**src/rtl/fwd_pkg.sv**
```systemverilog
package fwd_pkg;
    // Width of the stored-event counter and of the busy threshold.
    localparam int CNT_W = 8;

    typedef enum logic [1:0] {
        RX_IDLE,
        RX_EVT,
        RX_SCTL
    } rx_state_e;

    typedef enum logic {
        DR_IDLE,
        DR_SEND
    } dr_state_e;
endpackage

```
**src/rtl/fwd_rx_packer.sv**
```systemverilog
// Ingress machine.
// The header word is held back and written at close time, together with the
// event length and the error flag. Payload words are written as they arrive.
module fwd_rx_packer
    import fwd_pkg::*;
#(
    parameter int DW = 16,
    parameter int AW = 6,
    parameter int LW = 4
) (
    input  logic          clk,
    input  logic          rst_n,
    input  logic          in_valid,
    input  logic          in_first,
    input  logic          in_last,
    input  logic          in_crc_bad,
    input  logic [DW-1:0] in_data,
    output logic          a_we,
    output logic [AW-1:0] a_addr,
    output logic [DW-1:0] a_data,
    output logic [LW-1:0] a_len,
    output logic          b_we,
    output logic [AW-1:0] b_addr,
    output logic [DW-1:0] b_data,
    output logic [LW-1:0] b_len,
    output logic [1:0]    commit_n,
    output logic          sc_valid,
    output logic [DW-1:0] sc_data,
    output logic          sc_last
);
    localparam int ERR_BIT = DW - 1;
    localparam int SC_BIT  = DW - 2;

    rx_state_e     st_q, st_d;
    logic [DW-1:0] hdr_q, hdr_d;
    logic [AW-1:0] hdr_addr_q, hdr_addr_d;
    logic [AW-1:0] wr_ptr_q, wr_ptr_d;
    logic [LW-1:0] len_q, len_d;
    logic          sc_beat;

    always_ff @(posedge clk) begin
        if (!rst_n) begin
            st_q       <= RX_IDLE;
            hdr_q      <= '0;
            hdr_addr_q <= '0;
            wr_ptr_q   <= '0;
            len_q      <= '0;
            sc_valid   <= 1'b0;
            sc_data    <= '0;
            sc_last    <= 1'b0;
        end else begin
            st_q       <= st_d;
            hdr_q      <= hdr_d;
            hdr_addr_q <= hdr_addr_d;
            wr_ptr_q   <= wr_ptr_d;
            len_q      <= len_d;
            sc_valid   <= sc_beat;
            sc_data    <= in_data;
            sc_last    <= in_last;
        end
    end

    always_comb begin
        st_d       = st_q;
        hdr_d      = hdr_q;
        hdr_addr_d = hdr_addr_q;
        wr_ptr_d   = wr_ptr_q;
        len_d      = len_q;
        a_we       = 1'b0;
        a_addr     = hdr_addr_q;
        a_data     = hdr_q;
        a_len      = len_q;
        b_we       = 1'b0;
        b_addr     = wr_ptr_q;
        b_data     = in_data;
        b_len      = '0;
        commit_n   = 2'd0;
        sc_beat    = 1'b0;
        if (in_valid) begin
            if (in_first) begin
                // cut: an open event is closed as erroneous
                if (st_q == RX_EVT) begin
                    a_we            = 1'b1;
                    a_data[ERR_BIT] = 1'b1;
                    commit_n        = 2'd1;
                end
                if (in_data[SC_BIT]) begin
                    sc_beat = 1'b1;
                    st_d    = in_last ? RX_IDLE : RX_SCTL;
                end else if (in_last) begin
                    // one-word event goes straight into the buffer
                    b_we            = 1'b1;
                    b_data[ERR_BIT] = in_crc_bad;
                    b_len           = LW'(1);
                    wr_ptr_d        = wr_ptr_q + AW'(1);
                    commit_n        = commit_n + 2'd1;
                    st_d            = RX_IDLE;
                end else begin
                    // open: reserve the header slot
                    hdr_d      = in_data;
                    hdr_addr_d = wr_ptr_q;
                    wr_ptr_d   = wr_ptr_q + AW'(1);
                    len_d      = LW'(1);
                    st_d       = RX_EVT;
                end
            end else begin
                unique case (st_q)
                    RX_EVT: begin
                        b_we     = 1'b1;
                        wr_ptr_d = wr_ptr_q + AW'(1);
                        len_d    = len_q + LW'(1);
                        if (in_last) begin
                            // close
                            a_we            = 1'b1;
                            a_len           = len_q + LW'(1);
                            a_data[ERR_BIT] = in_crc_bad;
                            commit_n        = 2'd1;
                            st_d            = RX_IDLE;
                        end
                    end
                    RX_SCTL: begin
                        sc_beat = 1'b1;
                        if (in_last) st_d = RX_IDLE;
                    end
                    RX_IDLE: begin
                        // drop: stray beat
                    end
                    default: st_d = RX_IDLE;
                endcase
            end
        end
    end
endmodule

```
**src/rtl/fwd_evt_store.sv**
```systemverilog
// Event buffer. Each entry holds a length field (meaningful only in header
// entries) and a data word. There are two write ports (header close and
// streaming word) and one asynchronous read port.
module fwd_evt_store #(
    parameter int DW = 16,
    parameter int AW = 6,
    parameter int LW = 4
) (
    input  logic          clk,
    input  logic          a_we,
    input  logic [AW-1:0] a_addr,
    input  logic [DW-1:0] a_data,
    input  logic [LW-1:0] a_len,
    input  logic          b_we,
    input  logic [AW-1:0] b_addr,
    input  logic [DW-1:0] b_data,
    input  logic [LW-1:0] b_len,
    input  logic [AW-1:0] rd_addr,
    output logic [DW-1:0] rd_data,
    output logic [LW-1:0] rd_len
);
    localparam int DEPTH = 1 << AW;

    logic [LW+DW-1:0] mem [DEPTH];

    always_ff @(posedge clk) begin
        if (a_we) mem[a_addr] <= {a_len, a_data};
        if (b_we) mem[b_addr] <= {b_len, b_data};
    end

    assign {rd_len, rd_data} = mem[rd_addr];
endmodule

```
**src/rtl/fwd_evt_drain.sv**
```systemverilog
// Transfer machine: moves one whole event at a time into the host FIFO.
module fwd_evt_drain
    import fwd_pkg::*;
#(
    parameter int DW = 16,
    parameter int AW = 6,
    parameter int LW = 4
) (
    input  logic             clk,
    input  logic             rst_n,
    input  logic [CNT_W-1:0] evt_count,
    output logic [AW-1:0]    rd_addr,
    input  logic [DW-1:0]    rd_data,
    input  logic [LW-1:0]    rd_len,
    input  logic             host_full,
    output logic             host_we,
    output logic [DW-1:0]    host_wdata,
    output logic             xfer_done
);
    dr_state_e     st_q, st_d;
    logic [AW-1:0] rd_q, rd_d;
    logic [LW-1:0] rem_q, rem_d;

    always_ff @(posedge clk) begin
        if (!rst_n) begin
            st_q  <= DR_IDLE;
            rd_q  <= '0;
            rem_q <= '0;
        end else begin
            st_q  <= st_d;
            rd_q  <= rd_d;
            rem_q <= rem_d;
        end
    end

    always_comb begin
        st_d      = st_q;
        rd_d      = rd_q;
        rem_d     = rem_q;
        host_we   = 1'b0;
        xfer_done = 1'b0;
        unique case (st_q)
            DR_IDLE: begin
                // start
                if (evt_count != '0) begin
                    rem_d = rd_len;
                    st_d  = DR_SEND;
                end
            end
            DR_SEND: begin
                if (!host_full) begin
                    host_we = 1'b1;
                    rd_d    = rd_q + AW'(1);
                    rem_d   = rem_q - LW'(1);
                    // finish
                    if (rem_q == LW'(1)) begin
                        xfer_done = 1'b1;
                        st_d      = DR_IDLE;
                    end
                end
            end
            default: st_d = DR_IDLE;
        endcase
    end

    assign rd_addr    = rd_q;
    assign host_wdata = rd_data;
endmodule

```
**src/rtl/fwd_busy_ctl.sv**
```systemverilog
// Stored-event counter and trigger throttle.
module fwd_busy_ctl
    import fwd_pkg::*;
(
    input  logic             clk,
    input  logic             rst_n,
    input  logic [1:0]       commit_n,
    input  logic             xfer_done,
    input  logic [CNT_W-1:0] thresh,
    output logic [CNT_W-1:0] evt_count,
    output logic             busy
);
    logic done_d1;

    always_ff @(posedge clk) begin
        if (!rst_n) begin
            evt_count <= '0;
            done_d1   <= 1'b0;
            busy      <= 1'b0;
        end else begin
            evt_count <= evt_count + CNT_W'(commit_n) - CNT_W'(xfer_done);
            done_d1   <= xfer_done;
            if (evt_count > thresh) busy <= 1'b1;
            else if (done_d1)       busy <= 1'b0;
        end
    end
endmodule

```
**src/rtl/evt_forwarder.sv**
```systemverilog
module evt_forwarder
    import fwd_pkg::*;
#(
    parameter int DW        = 16,
    parameter int MAX_WORDS = 8,
    parameter int SLOTS     = 8
) (
    input  logic             clk,
    input  logic             rst_n,
    input  logic             in_valid,
    input  logic             in_first,
    input  logic             in_last,
    input  logic             in_crc_bad,
    input  logic [DW-1:0]    in_data,
    input  logic [CNT_W-1:0] thresh,
    input  logic             host_full,
    output logic             host_we,
    output logic [DW-1:0]    host_wdata,
    output logic             busy,
    output logic             sc_valid,
    output logic [DW-1:0]    sc_data,
    output logic             sc_last
);
    // MAX_WORDS * SLOTS must be a power of two so that the pointers wrap.
    localparam int DEPTH = MAX_WORDS * SLOTS;
    localparam int AW    = $clog2(DEPTH);
    localparam int LW    = $clog2(MAX_WORDS + 1);

    logic             a_we, b_we;
    logic [AW-1:0]    a_addr, b_addr, rd_addr;
    logic [DW-1:0]    a_data, b_data, rd_data;
    logic [LW-1:0]    a_len, b_len, rd_len;
    logic [1:0]       commit_n;
    logic             xfer_done;
    logic [CNT_W-1:0] evt_count;

    fwd_rx_packer #(.DW(DW), .AW(AW), .LW(LW)) u_rx (
        .clk(clk), .rst_n(rst_n),
        .in_valid(in_valid), .in_first(in_first), .in_last(in_last),
        .in_crc_bad(in_crc_bad), .in_data(in_data),
        .a_we(a_we), .a_addr(a_addr), .a_data(a_data), .a_len(a_len),
        .b_we(b_we), .b_addr(b_addr), .b_data(b_data), .b_len(b_len),
        .commit_n(commit_n),
        .sc_valid(sc_valid), .sc_data(sc_data), .sc_last(sc_last)
    );

    fwd_evt_store #(.DW(DW), .AW(AW), .LW(LW)) u_store (
        .clk(clk),
        .a_we(a_we), .a_addr(a_addr), .a_data(a_data), .a_len(a_len),
        .b_we(b_we), .b_addr(b_addr), .b_data(b_data), .b_len(b_len),
        .rd_addr(rd_addr), .rd_data(rd_data), .rd_len(rd_len)
    );

    fwd_evt_drain #(.DW(DW), .AW(AW), .LW(LW)) u_drain (
        .clk(clk), .rst_n(rst_n), .evt_count(evt_count),
        .rd_addr(rd_addr), .rd_data(rd_data), .rd_len(rd_len),
        .host_full(host_full), .host_we(host_we), .host_wdata(host_wdata),
        .xfer_done(xfer_done)
    );

    fwd_busy_ctl u_busy (
        .clk(clk), .rst_n(rst_n), .commit_n(commit_n), .xfer_done(xfer_done),
        .thresh(thresh), .evt_count(evt_count), .busy(busy)
    );
endmodule

```
**config.mk**
```make
export PLATFORM = sky130hd
export DESIGN_NAME = evt_forwarder
export DESIGN_NICKNAME = d
export VERILOG_FILES = /design/src/rtl/fwd_pkg.sv /design/src/rtl/fwd_rx_packer.sv /design/src/rtl/fwd_evt_store.sv /design/src/rtl/fwd_evt_drain.sv /design/src/rtl/fwd_busy_ctl.sv /design/src/rtl/evt_forwarder.sv
export SDC_FILE = /design/constraint.sdc
export NUM_CORES = 2
export LEC_CHECK = 0
export BUFFER_PORTS_ARGS = -buffer_cell sky130_fd_sc_hd__buf_2
export CAP_MARGIN = 40
export CORE_MARGIN = 4
export CORE_UTILIZATION = 40
export DETAILED_ROUTE_END_ITERATION = 10
export MAX_ROUTING_LAYER = met4
export PLACE_DENSITY = 0.66
export SYNTH_ARGS = -nofsm -noshare
export SYNTH_HDL_FRONTEND = slang
export SYNTH_SLANG_ARGS = --single-unit
```
**constraint.sdc**
```tcl
create_clock -name clk -period 3.7 [get_ports clk]
set_input_delay 0.925 -clock clk [delete_from_list [all_inputs] [get_ports clk]]
set_output_delay 0.925 -clock clk [all_outputs]
set_load 0.02 [all_outputs]
```
==> results.toml <==
[synth]
ys.flop_type = "edfxtp_1"
syn_inst = 4515
synth_area_sq_um = 65630
synth.distinct_cells = 70
synth_seq_cells = 1358
ys_warn_count = 0
synth-async-reset-ratio_pct = 0
seq_area_frac_synth_pct = 58.02
synth_area_per_cell_sq_um = 14.54
syn_nets = 4576
synth_edf_count = 1088

[floorplanning]
start_util_pct = 40.27
fp.dieArea_sq_um = 170600
rows = 148
die_w_microns = 413.1
die_height_microns = 413.1
core_sq_um = 163000
ios = 67

[setup_path]
cp_max_fo = 14
rrSetupSlack_ns = 0.47
arrival_ns = 3.43
worstSetupEndpointType = "primary output"
r2r_cells = 17
required_ns = 2.77
critical_path.startpoint_type = "flip-flop"
crit_type = "reg -> out"
crit-reg2reg-launch = "u_rx.st_q[1]$_SDFFE_PN0P_"
timing.rr.end = "u_busy.evt_count[6]$_SDFF_PN0_"

[sta]
drv_slew = 0
hold_violations = 0
clock_skew_ns = 0.04713
tightest_slew_ns = 0.9674
fmax_ghz = 0.2298
setup_viol = 16
finalCritPeriodShare_pct = 117.6
worst_slack_ns = -0.6517
rsz0062_at_grt = "true"
tns_ns = -9.255
fin_hold_ws_ns = 0.4054
finalCriticalPeriod_ns = 4.352
slew_headroom_pct = 35.51

[place]
placed_area_sq_um = 71300
portBuffers = 66
gp_congestion = 0.9243
hpwl_microns = 146000
post-place-ws_ns = -0.02236

[flow_run]
maxCapViolations = 0

[global_routing]
grt_usage_pct = 26.10
grtUsageMet3_pct = 6.425
use_met2_pct = 38.05
busiest_layer = "met2"
grt_pass1_wl_microns = 318500
antenna_found_initial = 3
grt_overflow = 0
grt_max_degree = 67
grt_use_met1_pct = 35.93
grt_pass1_vias = 44330

[drt]
ant_nets = 0
wl_per_cell_microns = 31.69
avgViaCountPerCell = 6.651
routed_wl_microns = 219500
vias = 46050
drt_iter0_markers = 7240
drc = 0
drt_pass1_iterations = 8

[hold_path]
holdPathEnd = "u_rx.sc_data[15]$_SDFF_PN0_"
min-delay-start = "in_data[15]"
hold_path_depth = 2
hp-class = "in -> reg"

[outcome]
status = "finished, violations left"
violations = "negative setup slack"

[cells_and_area]
synthToLayoutAreaGrowth_pct = 17.28
drive_above_1_share_pct = 27.64
nets = 4689
final_design_area_no_fill_sq_um = 76970

[power]
peakVddDrop_mv = 0.3335
power_mw = 34.97
p_per_area_nw_per_um2 = 454.4
p_leak_nw = 25.75

[clock_tree]
cts_tree = "done"
cts_hold_buf = 0
htreeDepth = 4
path_clk_slew_ns = 0.06
clock_tree.root_cell = "clkbuf_16"
clockBufferDepth = 3
clock_latency_ns = 0.81
cts_buffers = 145
cts.sinks = 1358
## routing by layer
| metal | share of wire [%] | vias to the layer above |
|---|---|---|
| li1 | - | 18740 |
| met1 | 39 | 23520 |
| met2 | 44 | 3339 |
| met3 | 13 | 454 |
| met4 | 3.8 | 0 |
| met5 | 0 | - |
## cell type report
type / count / area, sq um
inverters: 100 / 375.4
fillers: 13820 / 85990
flip-flops and latches: 1358 / 38110
well taps: 2175 / 2721
diodes: 3 / 7.507
repair buffers: 529 / 5938
clock inverters: 71 / 734.5
clock buffers: 194 / 3946
multi-input cells: 2494 / 25130
## cell usage in the layout, fill, tap and decap left out, types with 28 or more instances in the layout
cell type,n
and3_1,65
o22ai_1,138
buf_4,308
a21oi_1,114
dfxtp_1,251
a22o_1,901
mux4_2,370
edfxtp_1,1088
buf_12,123
buf_6,28
o2bb2ai_1,192
buf_2,46
mux2i_1,45
ha_1,29
nand2_1,147
nor2_1,42
clkbuf_1,37
nand3_1,79
clkbuf_16,148
inv_1,98
nor2_4,40
nor3_2,54
## registers in the layout, summed over array words and instances, names as in the netlist, 2 cells and up, named ones only
register / count
u_rx.len_q: 4
u_rx.sc_data: 16
u_rx.a_addr: 6
u_drain.rem_q: 4
u_rx.hdr_q: 15
u_store.mem: 1280
u_rx.b_addr: 6
u_busy.evt_count: 8
u_drain.rd_addr: 6
u_rx.st_q: 2
## Yosys cell counts, drive strengths merged (7+ instances only)
cell type	count	share of area, %
nor2b	10	0.095
a22oi	18	0.21
o2bb2ai	192	2.6
dfxtp	270	8.2
xnor2	7	0.093
mux2i	47	0.72
or3	11	0.10
nand2b	15	0.14
and3	65	0.62
ha	29	0.55
a22o	901	12
o22ai	157	1.5
inv	98	0.56
xor2	8	0.11
nor2	117	1.4
nand3	79	0.60
or2	7	0.067
clkbuf	366	2.1
nand2	150	0.86
a21oi	114	0.87
nor3b	7	0.080
nand4	9	0.086
nor3	82	1.0
and2	26	0.25
edfxtp	1088	50
o21ai	15	0.12
buf	197	1.7
mux4	370	13
## metrics by stage
stage,std cells,util (%)
floorplan,4515,-
global placement,6578,43.44
detailed placement,6621,43.76
CTS,6903,47.06
global route,6924,47.23
finish,6924,47.23
## logic make-up after synthesis
| group | Yosys count | share of synthesized area (%) |
|---|---|---|
| xor+xnor | 15 | 0.2002 |
| fa+ha+maj | 30 | 0.5834 |
| compound gates | 1422 | 17.59 |
| flops | 1358 | 58.02 |
| buf+inv | 663 | 4.339 |
| simple gates | 608 | 5.822 |
| mux | 419 | 13.45 |
## worst max path at each step
stage | start | to | slack (ns) | cells after the start
finish | flip-flop | host_wdata[8] | -0.65 | 8
global route | flip-flop | host_wdata[9] | -0.71 | 9
CTS | flip-flop | host_wdata[2] | -0.70 | 7
detailed placement | flip-flop | host_wdata[10] | -0.02 | 8
global placement | host_full | u_busy.evt_count[6]$_SDFF_PN0_ | -0.04 | 16
floorplan | in_last | u_busy.evt_count[6]$_SDFF_PN0_ | 0.38 | 16
## worst max-delay path, stage by stage (launching register included)
cell	delay, ns
dfxtp_4	0.41
buf_4	0.15
buf_16	0.16
buf_16	0.18
mux4_2	0.52
mux4_2	0.56
o22ai_1	0.25
nor2_1	0.17
buf_4	0.19
## what timing repair did
action | 4_1_cts | 5_1_grt
setup buffers | 10 | 20
gates resized for setup | 88 | 35
endpoints found under the setup margin | 16 | 16
cloned | 7 | 1
pin swaps | 13 | 13
## power by group
part           internal (mW)  switching, mW
clock                   8.21           6.34
combinational           1.90           2.10
sequential              16.3         0.0839
Power figures use the tool's default switching activity.
